## src/rtl/seg_pkg.sv

```systemverilog
package seg_pkg;

   localparam int SEG_AW  = 32;
   localparam int SEL_W   = 16;
   localparam int SIDX_W  = SEL_W - 3;
   localparam int CAUSE_W = 3;

   typedef enum logic [1:0] {
      ACC_FETCH = 2'd0,
      ACC_READ  = 2'd1,
      ACC_WRITE = 2'd2,
      ACC_STACK = 2'd3
   } acc_kind_e;

   typedef enum logic [CAUSE_W-1:0] {
      FLT_NONE   = 3'd0,
      FLT_LIMIT  = 3'd1,
      FLT_TYPE   = 3'd2,
      FLT_PRIV   = 3'd3,
      FLT_ABSENT = 3'd4,
      FLT_INDEX  = 3'd5
   } flt_e;

   typedef struct packed {
      logic              present;
      logic              is_code;
      logic [1:0]        dpl;
      logic [SEG_AW-1:0] base;
      logic [SEG_AW-1:0] limit;
   } seg_desc_t;

endpackage

```

## src/rtl/seg_desc_table.sv

```systemverilog
module seg_desc_table
   import seg_pkg::*;
#(
   parameter int IDX_W = 4
) (
   input  logic             clk,
   input  logic             rst_n,
   input  logic             we,
   input  logic [IDX_W-1:0] widx,
   input  seg_desc_t        wdesc,
   input  logic [IDX_W-1:0] ridx,
   output seg_desc_t        rdesc
);

   localparam int DEPTH = 1 << IDX_W;

   seg_desc_t mem [DEPTH];

   // reset leaves every entry not-present; R14: write visible next cycle
   always_ff @(posedge clk or negedge rst_n) begin
      if (!rst_n) begin
         for (int i = 0; i < DEPTH; i++) mem[i] <= '0;
      end else if (we) begin
         mem[widx] <= wdesc;
      end
   end

   assign rdesc = mem[ridx];

endmodule

```

## src/rtl/seg_check.sv

```systemverilog
module seg_check
   import seg_pkg::*;
(
   input  logic              idx_ok,
   input  seg_desc_t         desc,
   input  acc_kind_e         kind,
   input  logic [1:0]        rpl,
   input  logic [1:0]        cpl,
   input  logic [SEG_AW-1:0] off,
   output flt_e              cause,
   output logic [SEG_AW-1:0] lin,
   output logic [1:0]        cpl_next
);

   logic [1:0]        eff_pl;
   logic              type_bad;
   logic              priv_bad;
   logic              lim_bad;
   logic [SEG_AW-1:0] sum;

   always_comb begin
      eff_pl   = (rpl > cpl) ? rpl : cpl;
      // fetch needs code, write/stack need data, read takes either
      type_bad = ((kind == ACC_FETCH) && !desc.is_code) ||
                 (((kind == ACC_WRITE) || (kind == ACC_STACK)) && desc.is_code);
      // weaker of the two levels against the descriptor level
      priv_bad = (kind != ACC_FETCH) &&
                 ((eff_pl > desc.dpl) || ((kind == ACC_STACK) && (rpl != cpl)));
      lim_bad  = (off >= desc.limit);
      sum      = desc.base + off;

      // precedence index > absent > type > privilege > limit
      if (!idx_ok)            cause = FLT_INDEX;
      else if (!desc.present) cause = FLT_ABSENT;
      else if (type_bad)      cause = FLT_TYPE;
      else if (priv_bad)      cause = FLT_PRIV;
      else if (lim_bad)       cause = FLT_LIMIT;
      else                    cause = FLT_NONE;

      lin      = (cause == FLT_NONE) ? sum : '0;
      cpl_next = ((cause == FLT_NONE) && (kind == ACC_FETCH)) ? rpl : cpl;
   end

endmodule

```

## src/rtl/seg_xlate.sv

```systemverilog
module seg_xlate
   import seg_pkg::*;
#(
   parameter int IDX_W = 4
) (
   input  logic               clk,
   input  logic               rst_n,
   input  logic               wr_en,
   input  logic               wr_local,
   input  logic [IDX_W-1:0]   wr_idx,
   input  logic [SEG_AW-1:0]  wr_base,
   input  logic [SEG_AW-1:0]  wr_limit,
   input  logic               wr_code,
   input  logic [1:0]         wr_dpl,
   input  logic               wr_present,
   input  logic               req_valid,
   input  logic [SEL_W-1:0]   req_sel,
   input  logic [SEG_AW-1:0]  req_off,
   input  logic [1:0]         req_kind,
   input  logic [1:0]         req_cpl,
   output logic               out_valid,
   output logic               out_fault,
   output logic [CAUSE_W-1:0] out_cause,
   output logic [SEG_AW-1:0]  out_lin,
   output logic [1:0]         out_cpl
);

   localparam int NTBL = 2;

   if (IDX_W < 1 || IDX_W > SIDX_W) begin : g_bad_idx_w
      $error("seg_xlate: IDX_W must lie in 1..%0d", SIDX_W);
   end

   // selector fields
   logic [1:0]        sel_rpl;
   logic              sel_local;
   logic [SIDX_W-1:0] sel_idx;
   logic              idx_ok;

   assign sel_rpl   = req_sel[1:0];
   assign sel_local = req_sel[2];
   assign sel_idx   = req_sel[SEL_W-1:3];
   assign idx_ok    = ((sel_idx >> IDX_W) == '0);

   seg_desc_t wdesc;
   seg_desc_t rd [NTBL];
   seg_desc_t desc;

   assign wdesc = '{present: wr_present, is_code: wr_code, dpl: wr_dpl,
                    base: wr_base, limit: wr_limit};

   for (genvar t = 0; t < NTBL; t++) begin : g_tbl
      localparam bit IS_LOCAL = (t == 1);
      seg_desc_table #(.IDX_W(IDX_W)) u_tbl (
         .clk   (clk),
         .rst_n (rst_n),
         .we    (wr_en && (wr_local == IS_LOCAL)),
         .widx  (wr_idx),
         .wdesc (wdesc),
         .ridx  (sel_idx[IDX_W-1:0]),
         .rdesc (rd[t])
      );
   end

   assign desc = sel_local ? rd[1] : rd[0];

   flt_e              chk_cause;
   logic [SEG_AW-1:0] chk_lin;
   logic [1:0]        chk_cpl;

   seg_check u_check (
      .idx_ok   (idx_ok),
      .desc     (desc),
      .kind     (acc_kind_e'(req_kind)),
      .rpl      (sel_rpl),
      .cpl      (req_cpl),
      .off      (req_off),
      .cause    (chk_cause),
      .lin      (chk_lin),
      .cpl_next (chk_cpl)
   );

   // registered result, zero when idle
   always_ff @(posedge clk or negedge rst_n) begin
      if (!rst_n) begin
         out_valid <= 1'b0;
         out_fault <= 1'b0;
         out_cause <= '0;
         out_lin   <= '0;
         out_cpl   <= '0;
      end else begin
         out_valid <= req_valid;
         out_fault <= req_valid && (chk_cause != FLT_NONE);
         out_cause <= req_valid ? chk_cause : '0;
         out_lin   <= req_valid ? chk_lin   : '0;
         out_cpl   <= req_valid ? chk_cpl   : '0;
      end
   end

endmodule

```

## config.mk

```make
export PLATFORM = sky130hd
export DESIGN_NAME = seg_xlate
export DESIGN_NICKNAME = d
export VERILOG_FILES = /design/src/rtl/seg_pkg.sv /design/src/rtl/seg_desc_table.sv /design/src/rtl/seg_check.sv /design/src/rtl/seg_xlate.sv
export SDC_FILE = /design/constraint.sdc
export NUM_CORES = 2
export LEC_CHECK = 0
export BUFFER_PORTS_ARGS = -buffer_cell sky130_fd_sc_hd__clkbuf_2
export CAP_MARGIN = 20
export CORE_MARGIN = 5
export CORE_UTILIZATION = 40
export CTS_BUF_LIST = sky130_fd_sc_hd__clkbuf_4
export CTS_CLUSTER_DIAMETER = 150
export DETAILED_ROUTE_END_ITERATION = 12
export GPL_TIMING_DRIVEN = 0
export MAX_ROUTING_LAYER = met4
export PLACE_DENSITY = 0.63
export SLEW_MARGIN = 15
export SYNTH_ARGS = -nofsm -noshare
export SYNTH_HDL_FRONTEND = slang
export SYNTH_SLANG_ARGS = --single-unit
```

## constraint.sdc

```tcl
create_clock -name clk -period 3.9 [get_ports clk]
set_input_delay 0.195 -clock clk [delete_from_list [all_inputs] [get_ports clk]]
set_output_delay 0.195 -clock clk [all_outputs]
set_load 0.03 [all_outputs]
```

==> results.toml <==
[clocking]
cts.clk_slew.worst_paths_ns = 0.06
cts_buffer_depth = 4
cts-root-buf = "clkbuf_4"
cts_tree = "yes"
clkSinkCount = 2215
cts_made_buffers = 603
clk_latency_ns = 1.36
h-tree-depth = 6

[sta]
fin_ws_ns = -0.357
rsz0062_at_grt = "true"
fin_skew_ns = 0.143
fin_crit_sh_pct = 109
worst_slew_pin_slew_ns = 1.27
slew_viol_final = 0
tns_ns = -6.07
hold_violations = 0
max_freq_mhz = 235
holdWs_ns = 0.157
relSlewSlack_pct = 15.7
report.final.setup_viol = 34
min_period_ns = 4.26

[layout]
finalNetCount = 7532
layout_common_cells = "2215 x dfrtp_1, 2201 x mux2_2, 935 x clkbuf_4"
fin_cells = 11100
fillers = 21800
area_growth_pct = 18.4
drive_gt1_share_pct = 57.1
finish.utilization_pct = 47.7
final_common_cell = "dfrtp_1"

[job]
maxCapViolCount = 0

[worst_setup_path]
startpoint_type = "input port"
critPathCaptureType = "register"
worstPathRequired_ns = 5.06
cp_data_arrival_time_ns = 5.41
crit_fanout = 10
r2r_slack_ns = -0.22
worstRegToRegCells = 14
crit_type = "input port to register"

[pwr]
seqPwrFrac_pct = 46.3
p_per_area_nw_per_um2 = 530
sw_frac_of_total_pct = 27.7
power_switching_mw = 17.7
power.internal_mw = 46.1
leakage_nw = 53.6
p_clk_share_pct = 33.5
pwr-share-comb_pct = 20.1
ir_worst_vdd_uv = 249

[global_routing]
grt_max_degree = 104
grt_usage_pct = 25.5
grt_overflow_total = 0
antenna_found_initial = 46
grt_pass1_wl_mm = 478
grt_pass1_vias = 68000

[floorplanning]
row_count = 184
design.die.area_sq_um = 264000
die_w_um = 514
core_sq_um = 252000
initial_core_util_pct = 40.3
io_pins = 168
fp.dieH_um = 514

[min_path]
hold_class = "input port to register"
hold_depth = 3

[logic_synthesis]
ys_ff_latch = 2215
synth_area_sq_um = 101000
synth_fp_nets = 6436
ys.flop_type = "dfrtp_1"
netlist_instances = 6238
avgSynthCellArea_sq_um = 16.3
ys_types = 61
seq_area_frac_synth_pct = 54.6
synth_edf_count = 0
ys_warn_count = 0
synthArstFlopShare_pct = 100

[detailed_routing]
viasPerCell = 5.72
vias = 63800
post-route-drc-count = 0
routed_wl_mm = 328
wl_per_cell_um = 29.4
drtAntennaViolNets = 0
firstDrtPassIters = 6
dr.first_iter.drc_count = 5009

[placement]
place_inst = 9807
portBuffers = 165
gp_congestion = 0.889
hpwl_mm = 223
place_ws_ns = -3.82

[outcome]
status = "finished, violations left"
violations = "setup timing"
## registers in the layout (all words and copies together) (netlist names)
register	count
g_tbl.u_tbl.mem	2176
out_cause	3
out_cpl	2
out_fault	1
out_lin	32
out_valid	1
## cells by family (layout without fill, tap and decap cells)
group	Yosys count	in the layout	share of synthesized area (%)
AO/OA/AOI/OAI	140	140	0.925
multiplexers	2937	2937	39.9
flip-flops	2215	2215	54.6
other	0	36	0
AND/OR/NAND/NOR	235	235	1.11
buffers and inverters	623	2149	2.39
adder cells (fa/ha/maj)	69	69	0.858
XOR/XNOR	19	19	0.164
## area by class of cell
type,count,area (sq um),area share [%]
plain buffers,600,3070,2.56
diodes,36,90.1,0.0750
well taps,3348,4190,3.49
repair buffers,496,4940,4.11
clock inverters,125,872,0.726
clock buffers,910,6830,5.68
multi-input cells,3400,44700,37.2
flip-flops and latches,2215,55400,46.1
inverters,18,67.6,0.0562
## through the flow
step           total power [mW]  instance area, sq um
6_report                   63.7                120000
5_1_grt                    66.7                120000
4_1_cts                    63.8                120000
3_5_place_dp               41.6                108000
3_3_place_gp               41.1                107000
2_1_floorplan              37.7                102000
## critical path: stages
cell and delay (ns):
clkbuf_2 0.21, buf_4 0.27, clkbuf_4 0.30, clkbuf_2 0.37, clkbuf_2 0.56, mux4_2 0.43
mux4_2 0.48, mux2i_2 0.22, ha_1 0.29, a21o_1 0.16, a21o_1 0.18, a2111oi_4 0.32
o211ai_1 0.17, o21ai_2 0.23, nand4_1 0.19, buf_12 0.24, buf_8 0.14, clkbuf_16 0.19
nor2_4 0.21
## layer usage
| metal | GRT usage (%) | routed length, um |
|---|---|---|
| met5 | - | 0 |
| met1 | 33.3 | 137000 |
| met3 | 5.70 | 23700 |
| met4 | 10.3 | 14100 |
| met2 | 38.8 | 153000 |
## synthesized netlist by cell type, drive strengths merged (8+ instances only)
cell,count,share of area (%)
clkbuf,391,1.4
dfrtp,2215,55
nand4,14,0.086
inv,18,0.067
nor2b,10,0.062
nand2,58,0.21
a211oi,10,0.074
ha,68,0.84
mux2i,60,0.59
mux4,666,15
a21o,14,0.10
xnor2,9,0.078
nand3,18,0.089
o21ai,30,0.15
mux2,2211,25
and3,9,0.055
nor3,19,0.094
buf,214,0.88
nor2,71,0.26
nand2b,14,0.086
a31oi,8,0.049
a21oi,36,0.18
xor2,10,0.086
## power groups by stage
stage	registers (mW)	clock network [mW]	logic [mW]
final	29.5	21.4	12.8
after global routing	29.9	23.0	13.7
after CTS	29.4	21.8	12.6
after detailed placement	29.8	0	11.8
after global placement	29.9	0	11.2
after floorplan	29.1	0	8.56
## path summary, 6_finish.rpt
path                                                 to                    start
worst min-delay path                          out_valid                req_valid
worst max register to register               out_lin[1]  g_tbl[1].u_tbl.mem[301]
worst max-delay path                         out_lin[1]               req_sel[4]
min in group asynchronous       g_tbl[0].u_tbl.mem[996]                    rst_n
max in group asynchronous       g_tbl[0].u_tbl.mem[150]                    rst_n
worst min register to register  g_tbl[0].u_tbl.mem[382]  g_tbl[0].u_tbl.mem[382]
## repair_timing
action / in CTS / in global routing
hold endpoints to repair: 2746 / 0
pin swaps: 31 / 30
gates cloned: 1 / 1
gates resized for setup: 172 / 64
endpoints found under the setup margin: 36 / 55
buffers inserted: 21 / 10
hold buffers: 239 / 0
Note: power is estimated with default switching activity, not from simulation.
